--- src/rtl/ircar_pkg.sv ---
package ircar_pkg;

    localparam int unsigned SEL_W   = 3;
    localparam int unsigned MAX_PER = 192;
    localparam int unsigned CNT_W   = $clog2(MAX_PER);

    typedef logic [SEL_W-1:0] ircar_sel_t;

    typedef enum logic [1:0] {
        ST_IDLE   = 2'd0,
        ST_BURST  = 2'd1,
        ST_STEADY = 2'd2
    } ircar_state_t;

    // Carrier period in clocks for a select code; 0 means no carrier.
    function automatic int unsigned period_of(input ircar_sel_t code);
        int unsigned p;
        case (code)
            3'd0:    p = 8;
            3'd1:    p = 16;
            3'd2:    p = 64;
            3'd3:    p = 96;
            3'd4:    p = 128;
            3'd5:    p = 192;
            default: p = 0;
        endcase
        return p;
    endfunction

    function automatic logic is_carrier(input ircar_sel_t code);
        return period_of(code) != 0;
    endfunction

    // High phase: one third of the period, rounded down.
    function automatic int unsigned high_of(input ircar_sel_t code);
        return period_of(code) / 3;
    endfunction

endpackage

--- src/rtl/ircar_div.sv ---
module ircar_div #(
    parameter int unsigned CNT_W = 8
) (
    input  logic             clk,
    input  logic             rst_n,
    input  logic             run,
    input  logic [CNT_W-1:0] per_m1,
    output logic [CNT_W-1:0] cnt,
    output logic             wrap
);

    assign wrap = run && (cnt == per_m1);

    always_ff @(posedge clk or negedge rst_n) begin
        if (!rst_n) begin
            cnt <= '0;
        end else if (!run || wrap) begin
            cnt <= '0;
        end else begin
            cnt <= cnt + 1'b1;
        end
    end

endmodule

--- src/rtl/ircar_ctrl.sv ---
module ircar_ctrl
    import ircar_pkg::*;
#(
    parameter int unsigned CW = CNT_W
) (
    input  logic          clk,
    input  logic          rst_n,
    input  logic          tx_en,
    input  ircar_sel_t    sel,
    input  logic          wrap,
    output ircar_state_t  state,
    output logic [CW-1:0] per_m1,
    output logic [CW-1:0] high_len
);

    ircar_state_t nxt;
    logic         load;

    // Transition process
    always_comb begin
        nxt  = state;
        load = 1'b0;
        unique case (state)
            ST_IDLE: begin
                if (tx_en) begin
                    load = 1'b1;
                    nxt  = is_carrier(sel) ? ST_BURST : ST_STEADY;
                end
            end
            ST_BURST: begin
                if (!tx_en) begin
                    nxt = ST_IDLE;
                end else if (wrap) begin
                    load = 1'b1;
                    nxt  = is_carrier(sel) ? ST_BURST : ST_STEADY;
                end
            end
            ST_STEADY: begin
                if (!tx_en) begin
                    nxt = ST_IDLE;
                end else if (is_carrier(sel)) begin
                    load = 1'b1;
                    nxt  = ST_BURST;
                end
            end
            default: nxt = ST_IDLE;
        endcase
    end

    // State register
    always_ff @(posedge clk or negedge rst_n) begin
        if (!rst_n) begin
            state <= ST_IDLE;
        end else begin
            state <= nxt;
        end
    end

    // Latched carrier shape, loaded only on a start, a boundary or a resume
    always_ff @(posedge clk or negedge rst_n) begin
        if (!rst_n) begin
            per_m1   <= '0;
            high_len <= '0;
        end else if (load && is_carrier(sel)) begin
            per_m1   <= CW'(period_of(sel) - 1);
            high_len <= CW'(high_of(sel));
        end
    end

endmodule

--- src/rtl/ircar_top.sv ---
module ircar_top
    import ircar_pkg::*;
(
    input  logic             clk,
    input  logic             rst_n,
    input  logic             tx_en,
    input  logic [SEL_W-1:0] sel,
    output logic             rem_out,
    output logic             led_n
);

    ircar_state_t     state;
    logic [CNT_W-1:0] per_m1;
    logic [CNT_W-1:0] high_len;
    logic [CNT_W-1:0] cnt;
    logic             wrap;

    ircar_ctrl #(
        .CW(CNT_W)
    ) u_ctrl (
        .clk      (clk),
        .rst_n    (rst_n),
        .tx_en    (tx_en),
        .sel      (sel),
        .wrap     (wrap),
        .state    (state),
        .per_m1   (per_m1),
        .high_len (high_len)
    );

    ircar_div #(
        .CNT_W(CNT_W)
    ) u_div (
        .clk    (clk),
        .rst_n  (rst_n),
        .run    (state == ST_BURST),
        .per_m1 (per_m1),
        .cnt    (cnt),
        .wrap   (wrap)
    );

    // Output process
    always_comb begin
        rem_out = 1'b0;
        led_n   = 1'b1;
        unique case (state)
            ST_IDLE: begin
                rem_out = 1'b0;
                led_n   = 1'b1;
            end
            ST_BURST: begin
                rem_out = (cnt < high_len);
                led_n   = 1'b0;
            end
            ST_STEADY: begin
                rem_out = 1'b1;
                led_n   = 1'b0;
            end
            default: begin
                rem_out = 1'b0;
                led_n   = 1'b1;
            end
        endcase
    end

endmodule

--- config.mk ---
export PLATFORM = sky130hd
export DESIGN_NAME = ircar_top
export DESIGN_NICKNAME = d
export VERILOG_FILES = /design/src/rtl/ircar_pkg.sv /design/src/rtl/ircar_div.sv /design/src/rtl/ircar_ctrl.sv /design/src/rtl/ircar_top.sv
export SDC_FILE = /design/constraint.sdc
export NUM_CORES = 1
export LEC_CHECK = 0
export BUFFER_PORTS_ARGS = -buffer_cell sky130_fd_sc_hd__buf_2
export CAP_MARGIN = 15
export CORE_MARGIN = 1
export CORE_UTILIZATION = 50
export CTS_BUF_LIST = sky130_fd_sc_hd__clkbuf_8
export DETAILED_ROUTE_END_ITERATION = 10
export PLACE_DENSITY = 0.75
export SLEW_MARGIN = 40
export SYNTH_ARGS = -nofsm -noshare
export SYNTH_HDL_FRONTEND = slang
export SYNTH_SLANG_ARGS = --single-unit
--- constraint.sdc ---
create_clock -name clk -period 2.8 [get_ports clk]
set_clock_uncertainty 0.15 [all_clocks]
set_input_delay 0.14 -clock clk [delete_from_list [all_inputs] [get_ports clk]]
set_output_delay 0.14 -clock clk [all_outputs]
set_load 0.02 [all_outputs]
==> results_dict.tcl <==
set metrics [dict create \
    ys.warnings.count 0 \
    crit_family "compound AO/OA/AOI/OAI gates" \
    synth_flop_cell "dfrtp_1" \
    pin_count 8 \
    p_sw_mw 0.678 \
    grt_pass1_wl_um 9520 \
    layout_common_cells "64 x buf_4, 23 x dfrtp_1, 19 x inv_1, 19 x nor2_1, 16 x nand2_1" \
    vias_per_cell 5.82 \
    finalSetupViolations 4 \
    violations "setup timing" \
    tightest_slew_ns 0.509 \
    initialDrtViolationCount 181 \
    min_period_ns 3.56 \
    yosysTopAreaCell "dfrtp_1" \
    rsz0062_at_grt "true" \
    clockBufferDepth 2 \
    ys_types 48 \
    critPathBufInv 2 \
    numPortBuffers 7 \
    synthDominantCellAreaShare_pct 29.9 \
    fp.coreArea_sq_um 3660 \
    ys_seq_area_share_pct 29.9 \
    placedCellCount 329 \
    die-area_sq_um 4100 \
    top_layer "met4" \
    grt_pass1_vias 2138 \
    finalHoldViolCount 0 \
    gp_congestion 0.930 \
    dp_hpwl_um 3760 \
    routedWlPerCell_um 17.4 \
    async_reset_ff_share_pct 100 \
    drcViolationCount 0 \
    synth_area_sq_um 1920 \
    wl_met1_um 2320 \
    grt_start_max_net_pins 24 \
    cts-root-buf "clkbuf_8" \
    crit_type "primary input to flop" \
    layout-drive-gt1-share_pct 39.5 \
    clock-sinks 23 \
    syn_inst 230 \
    p_sw_share_pct 41.5 \
    finalWirelength_um 6260 \
    whs_path_depth 3 \
    endpoint_kind "flop" \
    cts_inserted_buffers 3 \
    cts_tree "yes" \
    syn_avg_cell_area_sq_um 8.36 \
    antenna_cells_inserted 0 \
    drv_cap 0 \
    area_growth_pct 47.1 \
    die_w_um 64.0 \
    rows 22 \
    worst-path-max-fanout 3 \
    setup_ws_ns -0.764 \
    power_mw 1.63 \
    first_pass_iters 5 \
    track_usage_pct 30.1 \
    final_common_cell "buf_4" \
    relSlewSlack_pct 66.1 \
    crit_cells 20 \
    path_cells "buf_8, nor2b_4, nand2_4, ha_4, nand2b_4, o21ai_1, o21ai_1, ha_2, nand2b_4, buf_4, nand2_1, o21ai_1, nor3b_4, a311oi_2, nor3_4, mux2i_1, ha_2, nand4_1, a311oi_2, a21oi_1" \
    pwr-share-comb_pct 55.7 \
    cp-start-kind "primary input" \
    ir_drop_uv 460 \
    antenna_found_initial 0 \
    intPower_mw 0.953 \
    synth_nets 255 \
    post-route-period-util_pct 127 \
    wl_met3_um 344 \
    sequentialPowerShare_pct 32.3 \
    arrival_ns 3.55 \
    vias 2089 \
    p_clk_share_pct 12.0 \
    fin_area_sq_um 2830 \
    die_h_um 64.0 \
    hp-class "primary input to flop" \
    power_density_nw_per_um2 577 \
    grt_overflow 0 \
    utilization_pct 77.3 \
    final_cells 359 \
    synth_seq_cells 23 \
    slowest_stage "a311oi_2" \
    fin_nets 337 \
    fillCellCount 243 \
    start_util_pct 52.5 \
    h-tree-depth 1 \
    cp.required_ns 2.79 \
    critPathMaxStageDelay_ns 0.48 \
    drv_slew 0 \
    place_area_sq_um 2440 \
    synth_enable_flop_cells 0 \
    status "finished with violations" \
    insertion_delay_ns 0.26 \
    clk_pin_slew_ns 0.08 \
    antenna_left 0 \
    place_ws_ns -0.926 \
    p_leak_nw 1.42 \
    fmax_mhz 281 \
    worst-r2r-cell-count 8 \
    synth.area.top_cells "dfrtp_1 30%, ha_1 12%, nor2_1 4.3%" \
    wl_met2_um 3160 \
    crit_top_cell "o21ai_1" \
]
-- state kept, by name (all words and copies together), names as in the netlist --
name             flops
u_ctrl.state         2
u_ctrl.high_len      7
u_ctrl.per_m1        6
u_div.cnt            8
-- cells in the mapped netlist, types with 2 or more instances --
cell type	instances
a211oi_1	2
o21ai_0	11
nand3_1	6
nand2_1	21
buf_2	4
ha_1	19
nor2_1	22
nand4_1	3
o21a_1	3
o21ai_1	3
nand3b_1	2
inv_2	2
a21oi_1	16
xnor2_1	7
nor3_2	2
dfrtp_1	23
and3_1	6
nor3_1	4
a311oi_1	2
a31oi_1	4
mux2i_1	3
nor2b_1	2
inv_1	19
and2_1	5
nand2b_1	7
xor2_1	5
nor3b_1	2
a21o_1	5
-- final timing paths --
path	start	slack (ns)	endpoint
max	sel[0]	-0.76	u_ctrl.high_len[0]
min	tx_en	0.13	u_ctrl.state[0]
max reg2reg	u_div.cnt[2]	0.35	u_ctrl.state[0]
min reg2reg	u_div.cnt[0]	0.37	u_div.cnt[0]
max in group asynchronous	rst_n	1.92	u_ctrl.state[1]
min in group asynchronous	rst_n	0.22	u_ctrl.high_len[0]
-- repair_timing --
item,CTS,global route
gates cloned,0,0
setup buffers,23,3
hold buffers,1,0
pin swaps,15,5
setup endpoints to repair,3,4
gates resized for setup,24,13
hold endpoints to repair,23,0
-- worst reg2reg max path: stages, from the launching register on --
cell and delay, ns:
dfrtp_1 0.44, nor4_1 0.30, a21oi_1 0.09, nor3_1 0.28, nand2b_1 0.15, nand2_1 0.30
a31oi_1 0.23, a311oi_1 0.30, a21oi_1 0.07
-- metal layers --
| layer | global-route usage, % | up-vias |
|---|---|---|
| li1 | - | 977 |
| met1 | 33.2 | 974 |
| met2 | 53.1 | 92 |
| met3 | 5.00 | 46 |
| met4 | 19.0 | 0 |
| met5 | 0 | - |
-- final cells by class --
| type | instances | area [sq um] | area share [%] |
|---|---|---|---|
| tap | 48 | 60.1 | 2.12 |
| clock inverter | 1 | 3.75 | 0.133 |
| inverter | 21 | 78.8 | 2.79 |
| clock buffer | 3 | 41.3 | 1.46 |
| timing repair buffer | 83 | 666 | 23.5 |
| multi-input combinational | 180 | 1400 | 49.6 |
| sequential | 23 | 576 | 20.3 |
-- power by group through the flow --
| stage | clock network (mW) | registers (mW) | logic (mW) |
|---|---|---|---|
| after CTS | 0.202 | 0.525 | 0.828 |
| after floorplan | 0 | 0.505 | 0.528 |
| after global routing | 0.213 | 0.542 | 0.993 |
| after global placement | 0 | 0.522 | 0.713 |
| after detailed placement | 0 | 0.532 | 0.741 |
| final | 0.196 | 0.526 | 0.909 |
-- metrics by stage --
step                      hold slack, ns  TNS (ns)
after floorplan                   -0.306     -1.85
after global placement           -0.0173     -1.77
after detailed placement         -0.0147     -2.08
after CTS                          0.132     -1.29
after global routing               0.151     -2.47
final                              0.131     -2.11
-- kinds of logic (layout without fill, tap and decap cells) --
group | count (synthesis) | after routing | share of synthesized area, %
multiplexers | 3 | 3 | 1.56
AO/OA/AOI/OAI | 59 | 59 | 21.5
AND/OR/NAND/NOR | 87 | 87 | 23.3
buffers and inverters | 27 | 108 | 5.92
XOR/XNOR | 12 | 12 | 5.47
flip-flops | 23 | 23 | 29.9
adder cells (fa/ha/maj) | 19 | 19 | 12.4
Note: power is estimated with default switching activity, not from simulation.
